--- src/rtl/bfx_pkg.sv ---
package bfx_pkg;
  typedef enum logic [3:0] {
    OP_XN      = 4'd0,
    OP_IN      = 4'd1,
    OP_XW      = 4'd2,
    OP_XW_UPOS = 4'd3,
    OP_XW_USZ  = 4'd4,
    OP_IW      = 4'd5,
    OP_IW_UPOS = 4'd6,
    OP_IW_USZ  = 4'd7
  } bfx_op_e;
endpackage

--- src/rtl/bfx_decode.sv ---
module bfx_decode #(
  parameter int DATA_W = 64,
  parameter int IMM_W  = 5,
  parameter int IDX_W  = $clog2(DATA_W)
) (
  input  logic [3:0]       op_i,
  input  logic [IMM_W-1:0] lsb_i,
  input  logic [IMM_W-1:0] msb_i,
  output logic [IDX_W-1:0] lo_o,
  output logic [IDX_W-1:0] hi_o,
  output logic             is_ins_o,
  output logic             narrow_o,
  output logic             illegal_o
);
  import bfx_pkg::*;
  localparam int HALF = DATA_W / 2;
  localparam logic [IDX_W:0] NARROW_TOP = (IDX_W+1)'(HALF - 1);
  localparam logic [IDX_W:0] WIDE_TOP   = (IDX_W+1)'(DATA_W - 1);

  logic            up_lo, up_hi, known;
  logic [IDX_W:0]  span;

  always_comb begin
    up_lo    = 1'b0;
    up_hi    = 1'b0;
    is_ins_o = 1'b0;
    narrow_o = 1'b0;
    known    = 1'b1;
    unique case (op_i)
      OP_XN:      narrow_o = 1'b1;
      OP_IN:      begin narrow_o = 1'b1; is_ins_o = 1'b1; end
      OP_XW:      ;
      OP_XW_UPOS: up_lo = 1'b1;
      OP_XW_USZ:  up_hi = 1'b1;
      OP_IW:      is_ins_o = 1'b1;
      OP_IW_UPOS: begin is_ins_o = 1'b1; up_lo = 1'b1; up_hi = 1'b1; end
      OP_IW_USZ:  begin is_ins_o = 1'b1; up_hi = 1'b1; end
      default:    known = 1'b0;
    endcase
    lo_o = IDX_W'(lsb_i) + (up_lo ? IDX_W'(HALF) : '0);
    hi_o = IDX_W'(msb_i) + (up_hi ? IDX_W'(HALF) : '0);
    span = {1'b0, lo_o} + {1'b0, hi_o};
    if (!known)
      illegal_o = 1'b1;
    else if (is_ins_o)
      illegal_o = lo_o > hi_o;
    else if (narrow_o)
      illegal_o = span > NARROW_TOP;
    else
      illegal_o = span > WIDE_TOP;
  end
endmodule

--- src/rtl/bfx_mask.sv ---
module bfx_mask #(
  parameter int DATA_W = 64,
  parameter int IDX_W  = $clog2(DATA_W)
) (
  input  logic [IDX_W-1:0]  top_i,
  output logic [DATA_W-1:0] mask_o
);
  localparam logic [IDX_W-1:0] TOP_MAX = IDX_W'(DATA_W - 1);
  // ones down to and including bit top_i; never shifts by DATA_W
  assign mask_o = {DATA_W{1'b1}} >> (TOP_MAX - top_i);
endmodule

--- src/rtl/bfx_extract.sv ---
module bfx_extract #(
  parameter int DATA_W = 64,
  parameter int IDX_W  = $clog2(DATA_W)
) (
  input  logic [DATA_W-1:0] src_i,
  input  logic [IDX_W-1:0]  lo_i,
  input  logic [IDX_W-1:0]  hi_i,
  input  logic              narrow_i,
  output logic [DATA_W-1:0] res_o
);
  localparam int HALF = DATA_W / 2;
  logic [DATA_W-1:0] shifted, width_mask;

  bfx_mask #(.DATA_W(DATA_W), .IDX_W(IDX_W)) u_wmask (
    .top_i (hi_i),
    .mask_o(width_mask)
  );

  always_comb begin
    shifted = src_i >> lo_i;
    if (narrow_i && hi_i == IDX_W'(HALF - 1))
      res_o = {{HALF{shifted[HALF-1]}}, shifted[HALF-1:0]};
    else
      res_o = shifted & width_mask;
  end
endmodule

--- src/rtl/bfx_insert.sv ---
module bfx_insert #(
  parameter int DATA_W = 64,
  parameter int IDX_W  = $clog2(DATA_W)
) (
  input  logic [DATA_W-1:0] src_i,
  input  logic [DATA_W-1:0] dst_i,
  input  logic [IDX_W-1:0]  lo_i,
  input  logic [IDX_W-1:0]  hi_i,
  input  logic              narrow_i,
  output logic [DATA_W-1:0] res_o
);
  localparam int HALF = DATA_W / 2;
  logic [DATA_W-1:0] upper_mask, field_mask, merged;

  bfx_mask #(.DATA_W(DATA_W), .IDX_W(IDX_W)) u_fmask (
    .top_i (hi_i),
    .mask_o(upper_mask)
  );

  always_comb begin
    field_mask = upper_mask & ({DATA_W{1'b1}} << lo_i);
    merged     = ((src_i << lo_i) & field_mask) | (dst_i & ~field_mask);
    res_o      = narrow_i ? {{HALF{merged[HALF-1]}}, merged[HALF-1:0]} : merged;
  end
endmodule

--- src/rtl/bfx_unit.sv ---
module bfx_unit #(
  parameter int DATA_W = 64,
  parameter int IMM_W  = 5
) (
  input  logic              clk,
  input  logic              rst,
  input  logic              in_valid_i,
  input  logic [3:0]        op_i,
  input  logic [DATA_W-1:0] src_i,
  input  logic [DATA_W-1:0] dst_i,
  input  logic [IMM_W-1:0]  lsb_i,
  input  logic [IMM_W-1:0]  msb_i,
  output logic [DATA_W-1:0] result_o,
  output logic              wen_o,
  output logic              fault_o
);
  localparam int IDX_W = $clog2(DATA_W);
  localparam int HALF  = DATA_W / 2;

  logic [IDX_W-1:0]  lo, hi;
  logic              is_ins, narrow, illegal;
  logic [DATA_W-1:0] x_res, i_res;

  bfx_decode #(.DATA_W(DATA_W), .IMM_W(IMM_W), .IDX_W(IDX_W)) u_dec (
    .op_i(op_i), .lsb_i(lsb_i), .msb_i(msb_i),
    .lo_o(lo), .hi_o(hi), .is_ins_o(is_ins), .narrow_o(narrow), .illegal_o(illegal)
  );

  bfx_extract #(.DATA_W(DATA_W), .IDX_W(IDX_W)) u_ext (
    .src_i(src_i), .lo_i(lo), .hi_i(hi), .narrow_i(narrow), .res_o(x_res)
  );

  bfx_insert #(.DATA_W(DATA_W), .IDX_W(IDX_W)) u_ins (
    .src_i(src_i), .dst_i(dst_i), .lo_i(lo), .hi_i(hi), .narrow_i(narrow), .res_o(i_res)
  );

  always_ff @(posedge clk) begin
    if (rst) begin
      result_o <= '0;
      wen_o    <= 1'b0;
      fault_o  <= 1'b0;
    end else begin
      result_o <= is_ins ? i_res : x_res;
      wen_o    <= in_valid_i && !illegal;
      fault_o  <= in_valid_i && illegal;
    end
  end


  fault_no_wen_chk: assert property (@(posedge clk) disable iff (rst)
    fault_o |-> !wen_o);

  idle_quiet_chk: assert property (@(posedge clk) disable iff (rst)
    $past(!rst && !in_valid_i) |-> (!wen_o && !fault_o));

  bad_code_chk: assert property (@(posedge clk) disable iff (rst)
    $past(!rst && in_valid_i && op_i[3]) |-> fault_o);

  nins_sext_chk: assert property (@(posedge clk) disable iff (rst)
    ($past(!rst && in_valid_i && op_i == 4'd1) && wen_o)
      |-> (result_o[DATA_W-1:HALF] == {HALF{result_o[HALF-1]}}));

  next_full_chk: assert property (@(posedge clk) disable iff (rst)
    ($past(!rst && in_valid_i && op_i == 4'd0 && msb_i == IMM_W'(HALF - 1)) && wen_o)
      |-> (result_o[DATA_W-1:HALF] == {HALF{result_o[HALF-1]}}));
endmodule

--- config.mk ---
export PLATFORM = sky130hd
export DESIGN_NAME = bfx_unit
export DESIGN_NICKNAME = d
export VERILOG_FILES = /design/src/rtl/bfx_pkg.sv /design/src/rtl/bfx_decode.sv /design/src/rtl/bfx_mask.sv /design/src/rtl/bfx_extract.sv /design/src/rtl/bfx_insert.sv /design/src/rtl/bfx_unit.sv
export SDC_FILE = /design/constraint.sdc
export NUM_CORES = 1
export LEC_CHECK = 0
export ABC_CLOCK_PERIOD_IN_PS = 4000
export BUFFER_PORTS_ARGS = -buffer_cell sky130_fd_sc_hd__buf_2
export CORE_MARGIN = 2
export CORE_UTILIZATION = 53
export CTS_CLUSTER_SIZE = 28
export DETAILED_ROUTE_END_ITERATION = 6
export PLACE_DENSITY = 0.78
export SETUP_SLACK_MARGIN = 0.5
export SLEW_MARGIN = 5
export SYNTH_ARGS = -nofsm -noshare
export SYNTH_HDL_FRONTEND = slang
export SYNTH_SLANG_ARGS = --single-unit
--- constraint.sdc ---
create_clock -name clk -period 4 [get_ports clk]
set_clock_uncertainty 0.05 [all_clocks]
set_input_delay 0.4 -clock clk [delete_from_list [all_inputs] [get_ports clk]]
set_output_delay 0.4 -clock clk [all_outputs]
set_load 0.01 [all_outputs]
==> flow_metrics.py <==
metrics = {
    "floorplan": {
        "placement_rows": 55,
        "dieHeight_um": 156,
        "core_area_um2": 22600,
        "die_w_um": 156,
        "start_util_pct": 54.1,
        "die_area_um2": 24300,
        "ios": 211,
    },
    "synth": {
        "synth_top_family_by_area": "multiplexers",
        "async_reset_ff_share_pct": 0,
        "synth_seq_cells": 66,
        "synthXorXnorAreaFrac_pct": 0.0715,
        "synth.most_common_cell": "nand2_1",
        "synth-seq-area-share_pct": 10.8,
        "synth.top_cell.area_share_pct": 23.9,
        "synth_fa_ha_area_share_pct": 1.39,
        "synth-compound-area-share_pct": 26.4,
        "synth_area_leaders": "mux4_2, dfxtp_1, mux2i_1",
        "synth-edff-count": 0,
        "muxShareOfSynthArea_pct": 38.3,
        "synth_cell_type_count": 82,
        "synth-simple-area-share_pct": 15.9,
        "synth_area_leader_cell": "mux4_2",
        "synthCells": 1461,
        "synth_common_cells": "nand2_1, mux4_2, nor2_1, mux2i_1, o21ai_0",
        "yosys_warnings": 0,
        "syn_area_um2": 12200,
        "synth_nets": 1619,
        "synth_flop_cell": "dfxtp_1",
        "syn_area_per_cell_um2": 8.38,
    },
    "sta": {
        "finalHoldViolations": 0,
        "rsz0062_at_grt": "no",
        "fin_crit_sh_pct": 85.3,
        "tns_ns": 0,
        "fin_crit_ns": 3.41,
        "setup_viol": 0,
        "slew_headroom_pct": 3.26,
        "fin_ws_ns": 0.587,
        "max_freq_ghz": 0.293,
        "tightestPinTransition_ns": 1.41,
        "whs_ns": 0.259,
        "slew_viol_final": 0,
    },
    "placement": {
        "dp_cells": 1893,
        "hpwl_um": 50300,
        "routabilityCongestion": 1.14,
        "pre_cts_ws_ns": 0.533,
        "io_buffer_count": 210,
        "dpl_cell_area_um2": 13700,
    },
    "global_route": {
        "grt_pass1_vias": 13900,
        "grt_pass1_wl_um": 95300,
        "antenna_found_initial": 3,
        "grt_overflow": 0,
        "grt_start_max_net_pins": 92,
        "track_usage_pct": 53.7,
    },
    "critical_path": {
        "timing_worst_setup_path_type": "in2reg",
        "cpPeakStageDelay_ns": 1.22,
        "startpoint_type": "input port",
        "arrival_ns": 3.61,
        "crit_start": "lsb_i[2]",
        "path_max_fanout": 39,
        "path_delay_family": "compound AO/OA/AOI/OAI gates",
        "cp.depth": 9,
        "cp_data_required_time_ns": 4.19,
        "cpMaxStageDelayCell": "a2111oi_0",
        "worstPathCellList": "buf_4 -> buf_4 -> mux4_2 -> nand2_1 -> nand2_1 -> mux2i_1 -> a2111oi_0 -> o31ai_1 -> a221oi_2",
        "crit_path_end_kind": "register",
        "crit_buf_inv": 2,
    },
    "route": {
        "avgViaCountPerCell": 7.98,
        "wl_per_cell_um": 34.7,
        "vias": 15200,
        "ant_nets": 0,
        "drtIter0Drc": 2771,
        "drt-pass1-iter-count": 7,
        "drt_wl_total_um": 66300,
        "drc_errors": 0,
    },
    "min_path": {
        "holdPathEnd": "fault_o$_SDFF_PP0_",
        "hp-class": "in2reg",
        "hold_depth": 3,
        "min_from": "in_valid_i",
    },
    "finish": {
        "nets": 1777,
        "stdcell_count": 1909,
        "fillers": 1959,
        "drive_above_1_share_pct": 33.3,
        "regArea_um2": 1320,
        "area_growth_pct": 14.0,
        "stdcell_area_um2": 14000,
        "multi_input_area_um2": 10100,
        "diodes": 0,
    },
    "pwr": {
        "power_leakage_uw": 0.00563,
        "powerDensity_nw_per_um2": 266,
        "ir_worst_vdd_mv": 0.173,
    },
    "clocking": {
        "ctsResizeCount": 0,
        "numCtsBuffers": 9,
        "postCtsSetupBuffers": 0,
        "hold_buffers": 0,
        "clk_pin_slew_ns": 0.06,
        "ctsRootBufferMaster": "clkbuf_16",
        "clockBufferDepth": 2,
        "cts_tree": "built",
        "h-tree-depth": 3,
        "clock-sinks": 66,
    },
    "run": {
        "cap_violations": 0,
    },
    "status": {
        "status": "completed",
    },
}
[tightest hold or removal path, stage by stage]
cell and delay (ns):
buf_2 0.09, inv_1 0.06, a311oi_1 0.05
[layout by cell type, fill, tap and decap left out, drive strengths merged, types with 13 or more instances in the layout]
cell type | netlist | routed
buf | 79 | 295
inv | 25 | 25
a21oi | 83 | 83
o22ai | 31 | 31
nor2 | 109 | 109
dfxtp | 66 | 66
o211ai | 31 | 31
mux2 | 60 | 60
mux4 | 130 | 130
a221oi | 29 | 29
nand3 | 48 | 48
nand2 | 202 | 202
clkbuf | 70 | 13
mux2i | 108 | 108
a31oi | 16 | 16
nor3 | 28 | 28
a211oi | 22 | 22
o221ai | 26 | 26
o21ai | 114 | 114
[routing by layer]
| layer | GRT usage, % | vias to the layer above | wire [µm] |
|---|---|---|---|
| li1 | - | 6066 | - |
| met2 | 77.0 | 1712 | 26400 |
| met5 | 0.621 | - | 60 |
| met1 | 69.3 | 7041 | 23300 |
| met4 | 30.8 | 8 | 5310 |
| met3 | 20.1 | 411 | 11300 |
[sequential cells by signal (all words and copies together), names as in the netlist]
| register | cells |
|---|---|
| fault_o | 1 |
| result_o | 64 |
| wen_o | 1 |
[per-stage QoR]
step                      utilization (%)  power [µW]
final                                61.7        3720
after global routing                 61.7        3760
after CTS                            61.7        3570
after detailed placement             60.3        2730
after global placement               60.3        2720
after floorplan                         -        1930
[worst max path at each step]
stage,endpoint
final,result_o[57]$_SDFF_PP0_
after global routing,result_o[17]$_SDFF_PP0_
after CTS,result_o[17]$_SDFF_PP0_
after detailed placement,result_o[17]$_SDFF_PP0_
after global placement,result_o[17]$_SDFF_PP0_
after floorplan,fault_o$_SDFF_PP0_
[cells by family (layout without fill, tap and decap cells)]
| group | count (synthesis) | count (layout) |
|---|---|---|
| AND/OR/NAND/NOR | 449 | 449 |
| AO/OA/AOI/OAI | 458 | 458 |
| multiplexers | 298 | 298 |
| adder cells (fa/ha/maj) | 13 | 13 |
| flip-flops | 66 | 66 |
| buffers and inverters | 176 | 339 |
| XOR/XNOR | 1 | 1 |
[area by class of cell]
type	count	area share, %
clock buffer	12	1.84
inverter	27	0.725
timing repair buffer	296	13.1
multi-input combinational	1219	72.0
sequential	66	9.46
tap	285	2.55
clock inverter	4	0.358
[power breakdown]
group,total (µW),switching [µW],leakage [µW],internal [µW]
Sequential,730,21.2,0.000542,709
Clock,856,339,0.000145,517
Combinational,2130,1360,0.00494,768
Total,3720,1720,0.00563,1990
No activity file was read; power rests on OpenSTA's default activity.
